==> src/rtl/rsq_pkg.sv <==
package rsq_pkg;

  // Default binary32 geometry used by every module in the block
  localparam int FMT_EXP_W  = 8;
  localparam int FMT_FRAC_W = 23;

  // Operand class, in the priority order used by the selector
  typedef enum logic [2:0] {
    K_NAN  = 3'd0,
    K_NEG  = 3'd1,
    K_INF  = 3'd2,
    K_ZERO = 3'd3,
    K_NORM = 3'd4,
    K_SUB  = 3'd5
  } kind_e;

endpackage

==> src/rtl/rsq_classify.sv <==
module rsq_classify
  import rsq_pkg::*;
#(
  parameter int EXP_W  = FMT_EXP_W,
  parameter int FRAC_W = FMT_FRAC_W,
  localparam int FP_W  = 1 + EXP_W + FRAC_W
) (
  input  logic [FP_W-1:0] val_i,
  output kind_e           kind_o,
  output logic            quiet_o
);

  logic              sign;
  logic [EXP_W-1:0]  expf;
  logic [FRAC_W-1:0] frac;
  logic              exp_ones;
  logic              exp_zero;
  logic              frac_zero;

  assign sign      = val_i[FP_W-1];
  assign expf      = val_i[FP_W-2 -: EXP_W];
  assign frac      = val_i[FRAC_W-1:0];
  assign exp_ones  = &expf;
  assign exp_zero  = ~|expf;
  assign frac_zero = ~|frac;
  assign quiet_o   = frac[FRAC_W-1];

  // NaN wins over sign; signed zero is a zero, not a negative value
  always_comb begin
    if (exp_ones && !frac_zero)      kind_o = K_NAN;
    else if (exp_zero && frac_zero)  kind_o = K_ZERO;
    else if (sign)                   kind_o = K_NEG;
    else if (exp_ones)               kind_o = K_INF;
    else if (exp_zero)               kind_o = K_SUB;
    else                             kind_o = K_NORM;
  end

endmodule

==> src/rtl/rsq_lead_one.sv <==
module rsq_lead_one #(
  parameter int  W  = 23,
  localparam int PW = $clog2(W)
) (
  input  logic [W-1:0]  vec_i,
  output logic [PW-1:0] pos_o,
  output logic          any_o
);

  logic [W-1:0] hit;

  // hit[i]: bit i set and no higher bit set
  genvar gi;
  generate
    for (gi = 0; gi < W; gi++) begin : g_hit
      if (gi == W - 1) begin : g_top
        assign hit[gi] = vec_i[gi];
      end else begin : g_low
        assign hit[gi] = vec_i[gi] & ~(|vec_i[W-1:gi+1]);
      end
    end
  endgenerate

  always_comb begin
    pos_o = '0;
    for (int i = 0; i < W; i++) begin
      if (hit[i]) pos_o = pos_o | PW'(i);
    end
  end

  assign any_o = |vec_i;

  // Priority chain must never flag two positions
  always_comb begin
    p_single_lead_r9: assert ($onehot0(hit))
      else $error("leading-one detector flagged several bits");
  end

endmodule

==> src/rtl/rsq_prescale.sv <==
module rsq_prescale #(
  parameter int  EXP_W  = 8,
  parameter int  FRAC_W = 23,
  parameter int  SHIFT  = 64,
  parameter int  LIMIT  = 24,
  localparam int FP_W   = 1 + EXP_W + FRAC_W,
  localparam int POS_W  = $clog2(FRAC_W),
  localparam int SUB_BASE = SHIFT + 1 - FRAC_W
) (
  input  logic [EXP_W-1:0]  exp_i,
  input  logic [FRAC_W-1:0] frac_i,
  output logic [FP_W-1:0]   val_o,
  output logic              scaled_o
);

  localparam logic [EXP_W-1:0]  SHIFT_E = EXP_W'(SHIFT);
  localparam logic [EXP_W-1:0]  LIMIT_E = EXP_W'(LIMIT);
  localparam logic [EXP_W-1:0]  BASE_E  = EXP_W'(SUB_BASE);
  localparam logic [POS_W:0]    FW_E    = (POS_W+1)'(FRAC_W);

  logic [POS_W-1:0]  lead_pos;
  logic              lead_any;
  logic [POS_W:0]    shamt;
  logic [EXP_W-1:0]  new_exp;
  logic [FRAC_W-1:0] new_frac;
  logic              is_sub;

  rsq_lead_one #(.W(FRAC_W)) u_lead (
    .vec_i (frac_i),
    .pos_o (lead_pos),
    .any_o (lead_any)
  );

  assign is_sub = ~|exp_i;
  assign shamt  = FW_E - {1'b0, lead_pos};

  always_comb begin
    if (is_sub) begin
      // Leading one lands just above the fraction field and drops out
      new_frac = frac_i << shamt;
      new_exp  = BASE_E + EXP_W'(lead_pos);
      scaled_o = lead_any;
    end else begin
      new_frac = frac_i;
      new_exp  = exp_i + SHIFT_E;
      scaled_o = (exp_i <= LIMIT_E);
    end
    val_o = scaled_o ? {1'b0, new_exp, new_frac} : {1'b0, exp_i, frac_i};
  end

  // A scaled subnormal always becomes a normal number
  always_comb begin
    if (is_sub && lead_any) begin
      p_sub_normalized_r9: assert (new_exp != '0)
        else $error("scaled subnormal kept a zero exponent");
    end
  end

endmodule

==> src/rtl/rsq_select.sv <==
module rsq_select
  import rsq_pkg::*;
#(
  parameter int  EXP_W  = FMT_EXP_W,
  parameter int  FRAC_W = FMT_FRAC_W,
  parameter int  ADJ_W  = 8,
  parameter logic [ADJ_W-1:0] ADJ_SCALED = 8'hE0,
  localparam int FP_W   = 1 + EXP_W + FRAC_W
) (
  input  kind_e            kind_i,
  input  logic             quiet_i,
  input  logic [FP_W-1:0]  val_i,
  input  logic [FP_W-1:0]  scaled_val_i,
  input  logic             scaled_i,
  output logic [FP_W-1:0]  op_o,
  output logic [FP_W-1:0]  seed_o,
  output logic [ADJ_W-1:0] adj_o,
  output logic             iter_o,
  output logic             inv_o
);

  localparam logic [FP_W-1:0] CANON_NAN = '1;
  localparam logic [FP_W-1:0] POS_INF   = {1'b0, {EXP_W{1'b1}}, {FRAC_W{1'b0}}};
  localparam logic [FP_W-1:0] ONE_VAL   = {2'b00, {(EXP_W-1){1'b1}}, {FRAC_W{1'b0}}};

  always_comb begin
    op_o   = val_i;
    seed_o = '0;
    adj_o  = '0;
    iter_o = 1'b0;
    inv_o  = 1'b0;
    unique case (kind_i)
      K_NAN: begin
        op_o   = CANON_NAN;
        seed_o = CANON_NAN;
        inv_o  = ~quiet_i;
      end
      K_NEG: begin
        op_o   = CANON_NAN;
        seed_o = CANON_NAN;
        inv_o  = 1'b1;
      end
      K_INF: begin
        op_o   = POS_INF;
        seed_o = POS_INF;
      end
      K_ZERO: begin
        seed_o = ONE_VAL;
      end
      K_NORM, K_SUB: begin
        op_o   = scaled_val_i;
        adj_o  = scaled_i ? ADJ_SCALED : '0;
        iter_o = 1'b1;
      end
      default: begin
        op_o = val_i;
      end
    endcase
  end

endmodule

==> src/rtl/rsq_prefix.sv <==
module rsq_prefix
  import rsq_pkg::*;
#(
  parameter int  EXP_W  = FMT_EXP_W,
  parameter int  FRAC_W = FMT_FRAC_W,
  parameter int  ADJ_W  = 8,
  parameter int  SCALE_SHIFT = 64,
  parameter int  SCALE_LIMIT = 24,
  parameter logic [ADJ_W-1:0] ADJ_SCALED = 8'hE0,
  localparam int FP_W   = 1 + EXP_W + FRAC_W
) (
  input  logic             clk,
  input  logic             rst,
  input  logic [FP_W-1:0]  in_val,
  output logic [FP_W-1:0]  fix_op,
  output logic [FP_W-1:0]  seed,
  output logic [ADJ_W-1:0] adj_code,
  output logic             need_iter,
  output logic             invalid
);

  localparam logic [FP_W-1:0]  POS_INF = {1'b0, {EXP_W{1'b1}}, {FRAC_W{1'b0}}};
  localparam logic [EXP_W-1:0] LIM_E   = EXP_W'(SCALE_LIMIT);

  kind_e             kind;
  logic              quiet;
  logic [FP_W-1:0]   scaled_val;
  logic              scaled;
  logic [FP_W-1:0]   op_d;
  logic [FP_W-1:0]   seed_d;
  logic [ADJ_W-1:0]  adj_d;
  logic              iter_d;
  logic              inv_d;

  rsq_classify #(.EXP_W(EXP_W), .FRAC_W(FRAC_W)) u_class (
    .val_i   (in_val),
    .kind_o  (kind),
    .quiet_o (quiet)
  );

  rsq_prescale #(
    .EXP_W (EXP_W), .FRAC_W (FRAC_W),
    .SHIFT (SCALE_SHIFT), .LIMIT (SCALE_LIMIT)
  ) u_scale (
    .exp_i    (in_val[FP_W-2 -: EXP_W]),
    .frac_i   (in_val[FRAC_W-1:0]),
    .val_o    (scaled_val),
    .scaled_o (scaled)
  );

  rsq_select #(
    .EXP_W (EXP_W), .FRAC_W (FRAC_W),
    .ADJ_W (ADJ_W), .ADJ_SCALED (ADJ_SCALED)
  ) u_sel (
    .kind_i       (kind),
    .quiet_i      (quiet),
    .val_i        (in_val),
    .scaled_val_i (scaled_val),
    .scaled_i     (scaled),
    .op_o         (op_d),
    .seed_o       (seed_d),
    .adj_o        (adj_d),
    .iter_o       (iter_d),
    .inv_o        (inv_d)
  );

  always_ff @(posedge clk) begin
    if (rst) begin
      fix_op    <= '0;
      seed      <= '0;
      adj_code  <= '0;
      need_iter <= 1'b0;
      invalid   <= 1'b0;
    end else begin
      fix_op    <= op_d;
      seed      <= seed_d;
      adj_code  <= adj_d;
      need_iter <= iter_d;
      invalid   <= inv_d;
    end
  end

  // ---------------- assertions ----------------
  p_reset_clear_r1: assert property (@(posedge clk) disable iff (rst)
    $past(rst) |-> (fix_op == '0 && seed == '0 && adj_code == '0 && !need_iter && !invalid));

  p_iter_inv_excl_r11: assert property (@(posedge clk) disable iff (rst)
    !(need_iter && invalid));

  p_adj_needs_iter_r11: assert property (@(posedge clk) disable iff (rst)
    (adj_code != '0) |-> need_iter);

  p_iter_seed_zero_r7: assert property (@(posedge clk) disable iff (rst)
    need_iter |-> (seed == '0));

  p_invalid_canon_r4: assert property (@(posedge clk) disable iff (rst)
    invalid |-> (fix_op == '1 && seed == '1));

  p_pos_inf_r5: assert property (@(posedge clk) disable iff (rst)
    (!$past(rst) && $past(in_val) == POS_INF) |-> (fix_op == POS_INF && seed == POS_INF));

  p_large_pass_r10: assert property (@(posedge clk) disable iff (rst)
    (!$past(rst) && !$past(in_val[FP_W-1]) && !(&$past(in_val[FP_W-2 -: EXP_W]))
      && $past(in_val[FP_W-2 -: EXP_W]) > LIM_E)
    |-> (fix_op == $past(in_val) && adj_code == '0 && need_iter));

endmodule

==> config.mk <==
export PLATFORM = sky130hd
export DESIGN_NAME = rsq_prefix
export DESIGN_NICKNAME = d
export VERILOG_FILES = /design/src/rtl/rsq_pkg.sv /design/src/rtl/rsq_classify.sv /design/src/rtl/rsq_lead_one.sv /design/src/rtl/rsq_prescale.sv /design/src/rtl/rsq_select.sv /design/src/rtl/rsq_prefix.sv
export SDC_FILE = /design/constraint.sdc
export NUM_CORES = 1
export LEC_CHECK = 0
export BUFFER_PORTS_ARGS = -buffer_cell sky130_fd_sc_hd__buf_4
export CORE_ASPECT_RATIO = 1.5
export CORE_MARGIN = 8
export CORE_UTILIZATION = 29
export CTS_BUF_LIST = sky130_fd_sc_hd__clkbuf_8
export DETAILED_ROUTE_END_ITERATION = 6
export PLACE_DENSITY = 0.53
export SYNTH_ARGS = -nofsm -noshare
export SYNTH_HDL_FRONTEND = slang
export SYNTH_SLANG_ARGS = --single-unit
==> constraint.sdc <==
create_clock -name clk -period 3.6 [get_ports clk]
set_input_delay 0.18 -clock clk [delete_from_list [all_inputs] [get_ports clk]]
set_output_delay 0.18 -clock clk [all_outputs]
set_load 0.05 [all_outputs]
### After elaboration in Yosys (flattened, before gate mapping)

Index checks and enable logic that the tools add are counted.

| cells by class | value |
|---|---|
| equal/unequal tests | 5 |
| magnitude comparators | 1 |
| reduce and logical (&&, ||, !) cells | 31 |
| multiplexer cells | 36 |
| bitwise gates (word level) | 43 |
| shifts and indexed selects | 1 |
| add/sub/neg operators | 3 |

Operators by type and width:

| cell | count |
|---|---|
| one-hot mux 32 bit (3 select lines) | 2 |
| two-way mux 5 bit | 7 |
| two-way mux 4 bit | 8 |
| two-way mux 31 bit | 1 |
| two-way mux 3 bit | 8 |
| two-way mux 23 bit | 1 |
| OR reduction 23 bit | 1 |
| left shift 23 x 6 -> 23 bit | 1 |
| inverter 1 bit | 22 |
| AND 1 bit | 21 |
| OR reduction 21 bit | 1 |
| OR reduction 20 bit | 1 |
| OR reduction 19 bit | 1 |
| OR reduction 18 bit | 1 |
| OR reduction 17 bit | 1 |
| two-way mux 8 bit | 2 |
| OR reduction 16 bit | 1 |
| OR reduction 8 bit | 2 |
| OR reduction 15 bit | 1 |
| OR reduction 14 bit | 1 |
| OR reduction 13 bit | 1 |
| OR reduction 12 bit | 1 |
| OR reduction 11 bit | 1 |
| OR reduction 10 bit | 1 |
| 21 further kinds | 32 |

| storage, ports and cells | value |
|---|---|
| bits in registers | 74 |
| output and inout port bits | 74 |

### Depth between registers and ports, before layout

| logic depth | value |
|---|---|
| depth after elaboration | 30 |
| gate-level depth with buffers | 14 |
| mapped depth without buffers | 12 |

### By module

Synthesis repeated with hierarchy kept, for this count alone.

| unflattened totals | value |
|---|---|
| cells, all modules | 551 |
| area, all modules | 4953.5 um2 |

By module, submodules not included:

| module | area an instance (um2) | cells an instance | sequential area each (um2) | times used |
|---|---|---|---|---|
| rsq_prefix | 2028.2 | 156 | 1481.4 | 1 |
| rsq_prescale | 1567.8 | 195 | 0.0 | 1 |
| rsq_select | 974.7 | 140 | 0.0 | 1 |
| rsq_lead_one | 251.5 | 39 | 0.0 | 1 |
| rsq_classify | 131.4 | 21 | 0.0 | 1 |

### Worst setup path before layout

No wires, ideal clock.

| timing | value |
|---|---|
| path kind | input to register |
| start point | in in_val[18] |
| end point | reg fix_op[0] |
| stages on the path | 14 |
| data arrival time | 2897 ps |
| slack | 638 ps |
| setup time | 65 ps |
| path buffers | 4 |
| path through | buf_2 nor4_4 nand2_1 a31o_2 clkbuf_1 clkbuf_1 ha_1 clkbuf_1 nor3_2 nand2_1 nor2_1 a22oi_1 o21ai_0 nor2b_1 |

| on the way | value |
|---|---|
| cells in the longest elaborated chain, start to end | 30 |
| elaborated cells between the ends (all ways) | 93 |

Ends and longest elaborated chain:

| item | RTL line | RTL |
|---|---|---|
| from (decl) | rsq_prefix.sv:14 | `input logic [FP_W-1:0] in_val,` |
| OR reduction 21 bit | rsq_lead_one.sv:19 | `assign hit[gi] = vec_i[gi] & ~(\|vec_i[W-1:gi+1]);` |
| inverter 1 bit | rsq_lead_one.sv:19 |  |
| AND 1 bit | rsq_lead_one.sv:19 |  |
| two-way mux 1 bit | rsq_lead_one.sv:27 | `if (hit[i]) pos_o = pos_o \| PW'(i);` |
| two-way mux 2 bit (2 in series) | rsq_lead_one.sv:27 |  |
| two-way mux 3 bit (4 in series) | rsq_lead_one.sv:27 |  |
| two-way mux 4 bit (8 in series) | rsq_lead_one.sv:27 |  |
| two-way mux 5 bit (7 in series) | rsq_lead_one.sv:27 |  |
| subtractor 5 x 5 -> 6 bit | rsq_prescale.sv:35 | `assign shamt = FW_E - {1'b0, lead_pos};` |
| left shift 23 x 6 -> 23 bit | rsq_prescale.sv:40 | `new_frac = frac_i << shamt;` |
| two-way mux 23 bit | rsq_prescale.sv:38 | `if (is_sub) begin` |
| two-way mux 31 bit | rsq_prescale.sv:48 | `val_o = scaled_o ? {1'b0, new_exp, new_frac} : {1'b0, exp_i, frac_i};` |
| one-hot mux 32 bit (3 select lines) * | rsq_select.sv:32 | `unique case (kind_i)` |
| to (signal assigned) | rsq_prefix.sv:75 | `fix_op <= op_d;` |
| to (decl) | rsq_prefix.sv:15 | `output logic [FP_W-1:0] fix_op,` |

Mark *: on every way between the ends. The rest lies on a longest branch, timed or not.
A chain may end at the register's enable or synchronous reset.

### Final worst setup path

| timing | value |
|---|---|
| start point | in in_val[29] |
| end point | reg fix_op[18] |

| on the way | value |
|---|---|
| cells in the longest elaborated chain, start to end | 9 |
| elaborated cells between the ends (all ways) | 22 |

Ends and longest elaborated chain:

| item | RTL line | RTL |
|---|---|---|
| OR reduction 8 bit | rsq_classify.sv:24, rsq_prescale.sv:34 |  |
| two-way mux 1 bit | rsq_classify.sv:34 | `else if (exp_zero) kind_o = K_SUB;` |
| two-way mux 3 bit | rsq_classify.sv:33 | `else if (exp_ones) kind_o = K_INF;` |
| two-way mux 3 bit | rsq_classify.sv:32 | `else if (sign) kind_o = K_NEG;` |
| two-way mux 3 bit | rsq_classify.sv:31 | `else if (exp_zero && frac_zero) kind_o = K_ZERO;` |
| two-way mux 3 bit | rsq_classify.sv:30 | `if (exp_ones && !frac_zero) kind_o = K_NAN;` |
| == test 3 bit, or another cell as far along | rsq_select.sv:32 |  |
| OR reduction 2 bit, on equally long branches | - |  |
| one-hot mux 32 bit (3 select lines) * | rsq_select.sv:32 |  |

Marks and branches as above.

==> flow_metrics.py <==
metrics = {
    "worst_setup_path": {
        "endpoint": "fix_op[18]$_SDFF_PP0_",
        "crit_chain": "buf_4 > inv_1 > ha_1 > or4b_4 > or4_1 > nor3_4 > nor2_2 > nand2b_4 > inv_2 > a221o_1 > a2111oi_1 > nor2_1",
        "cp-start-kind": "input port",
        "cp_max_fo": 14,
        "critPathLaunch": "in_val[29]",
        "critPathBufInv": 3,
        "cp_num_cells": 12,
        "worst_setup_path_end_kind": "flip-flop",
        "cp_top_family": "simple AND/OR/NAND/NOR gates",
        "critical_path.slowest_cell": "or4_1",
        "worstPathArrival_ns": 3.24,
        "setup.worst_path.class": "input port to flip-flop",
        "critPathRequiredTime_ns": 3.76,
        "slowest_delay_ns": 0.64,
    },
    "global_route": {
        "grt-ovfl-total": 0,
        "grt_max_degree": 28,
        "grt_pass1_wl_um": 21600,
        "grt_pass1_vias": 3734,
        "antenna_found_initial": 0,
        "track_usage": 0.175,
    },
    "route": {
        "dr_total_vias": 3634,
        "drt-vias-per-instance": 5.59,
        "first_pass_iters": 7,
        "drc": 0,
        "post_drt_wl_per_cell_um": 21.5,
        "m1WireLength_um": 5200,
        "wl_um": 14000,
        "ant_nets": 0,
        "met3_length_um": 944,
        "dr_wl_met2_um": 6810,
        "first_iter_violations": 291,
        "top_layer": "met4",
    },
    "clock_tree": {
        "cts_buffers": 5,
        "cts.sinks": 38,
        "cts_resized": 0,
        "cts_buffer_depth": 2,
        "root_buffer": "clkbuf_8",
        "cts_hold_buf": 0,
        "post_cts_buffers": 0,
        "path_clk_slew_ns": 0.07,
        "cts_tree": "done",
        "cts.htree.levels": 2,
    },
    "final_layout": {
        "finalNetCount": 539,
        "multi_input_area_mm2": 0.00222,
        "regArea_um2": 761,
        "area_growth_pct": 24.2,
        "drive_above_1_share": 0.362,
        "fillers": 1229,
        "num_antenna_cells": 0,
        "fin_cells": 650,
    },
    "pwr": {
        "powerDensity_mw_per_mm2": 322,
        "ir_drop_uv": 131,
        "leakagePower_uw": 0.00185,
    },
    "synthesis": {
        "syn_avg_cell_area_um2": 8.10,
        "synth_top_area_share": 0.221,
        "yosys_register_bits": 38,
        "netlist_instances": 425,
        "synth_edf_count": 0,
        "syn-cell-area_mm2": 0.00344,
        "synth-main-ff-cell": "dfxtp_1",
        "synthArstFlopShare": 0,
        "yosys_warnings": 0,
        "ys_seq_area_frac": 0.221,
        "ys_types": 78,
        "yosysTopAreaCell": "dfxtp_1",
        "synthTopCellsByArea": "dfxtp_1 22%, buf_4 8.7%, mux2i_1 5.5%",
    },
    "run_status": {
        "status": "complete, no violations",
    },
    "placement": {
        "place_inst": 642,
        "gp_congestion": 0.962,
        "numPortBuffers": 102,
        "dpl_worst_slack_ns": 0.263,
        "place_hpwl_um": 11300,
    },
    "timing": {
        "worst_slew_pin_slew_ns": 0.869,
        "timing_hold_violations_final": 0,
        "finalCritPeriodShare": 0.855,
        "slew_violations": 0,
        "max_freq_ghz": 0.325,
        "fin_crit_ns": 3.08,
        "worst_slack_ns": 0.523,
        "slew_headroom": 0.419,
        "finalSetupViolations": 0,
        "rsz0062_at_grt": "false",
        "finalSetupTns_ns": 0,
    },
    "floorplanning": {
        "dieArea_mm2": 0.0157,
        "die_h_um": 149,
        "rows": 48,
        "core_area_mm2": 0.0115,
        "initial_core_util": 0.299,
        "io_pins": 108,
        "die_x_um": 105,
    },
    "flow_run": {
        "max-cap-violations": 0,
    },
    "worst_hold_path": {
        "holdCritPathClass": "input port to flip-flop",
    },
}
## report_power, final
part	total, µW	switching [µW]	leakage, µW	internal (µW)
Combinational	613	411	0.00148	202
Sequential	464	13.0	0.000318	451
Clock	301	150	0.0000524	152
Total	1380	573	0.00185	804
## through the flow
stage          instance area, µm²  utilization  power (µW)  hold WS, ns
6_report                     4270        0.371        1380        0.159
5_1_grt                      4270        0.371        1450        0.155
4_1_cts                      4270        0.371        1390        0.149
3_5_place_dp                 4180        0.363        1080        0.459
3_3_place_gp                 4180        0.363        1080        0.455
2_1_floorplan                3460            -         899        0.252
## layout by cell type (no fill, tap or decap), drive strengths merged, types with 4 or more instances in the layout
master,count
a2111oi,4
a211o,6
a21boi,4
a21oi,32
a221o,4
a221oi,5
a22oi,5
a31oi,5
and3,6
buf,126
clkbuf,6
conb,5
dfxtp,38
ha,6
inv,16
mux2,13
mux2i,21
nand2,23
nand3,10
nor2,44
nor3,17
nor4,6
o211ai,8
o21ai,27
o31ai,6
## worst min-delay path by stage
stage / from / end / slack, ns / cells past startpoint
after detailed placement: in_val[29] / fix_op[29]$_SDFF_PP0_ / 0.46 / 3
after global routing: in_val[31] / fix_op[27]$_SDFF_PP0_ / 0.15 / 2
after floorplan: rst / fix_op[0]$_SDFF_PP0_ / 0.25 / 1
after CTS: in_val[28] / fix_op[28]$_SDFF_PP0_ / 0.15 / 3
final: in_val[28] / fix_op[28]$_SDFF_PP0_ / 0.16 / 3
after global placement: in_val[28] / fix_op[28]$_SDFF_PP0_ / 0.46 / 3
## kinds of logic (layout without fill, tap and decap cells)
| family | after synthesis | after routing | synth area share |
|---|---|---|---|
| flops | 38 | 38 | 0.221 |
| simple gates | 129 | 129 | 0.212 |
| compound gates | 136 | 136 | 0.282 |
| fa+ha+maj | 6 | 6 | 0.0218 |
| mux | 36 | 36 | 0.121 |
| buf+inv | 78 | 149 | 0.138 |
| other cells | 1 | 5 | 0.00109 |
| xor+xnor | 1 | 1 | 0.00254 |
## routing by layer
metal  vias up  GRT usage
met5         -          0
met4         0      0.138
met3        58     0.0336
met2       219      0.303
met1      1673      0.183
li1       1684          -
## area by class of cell
| type | count | area share |
|---|---|---|
| Timing Repair Buffer | 126 | 0.224 |
| Inverter | 15 | 0.0132 |
| Multi-Input combinational cell | 313 | 0.519 |
| Sequential cell | 38 | 0.178 |
| Clock buffer | 6 | 0.0193 |
| Tap cell | 150 | 0.0439 |
| Clock inverter | 2 | 0.00205 |
## state kept, by name (all words and copies together) (netlist names)
name,count
fix_op,32
adj_code,1
need_iter,1
seed,3
invalid,1
## cell usage after synthesis, drive strengths merged, types with 3 or more instances
cell      n
o31a      3
clkbuf   12
nand3    10
dfxtp    38
and2      3
mux2     13
or3       3
o31ai     6
buf      51
a211oi    3
nor3     17
nand2b    3
nand2    23
nor4      6
a2111oi   4
and3      6
a21boi    4
a21o      3
o211ai    8
nor2     44
ha        6
mux2i    21
a31oi     5
a221oi    5
a21oi    32
a221o     4
inv      15
a211o     6
o21ai    27
o22ai     3
a22oi     5
a31o      3
nor2b     3
nand4     3
## tightest hold or removal path, delay by kind of cell
kind          cells  cell delay (ns)
simple gates      2             0.13
buf+inv           1             0.11
Note: power is estimated with default switching activity, not from simulation.
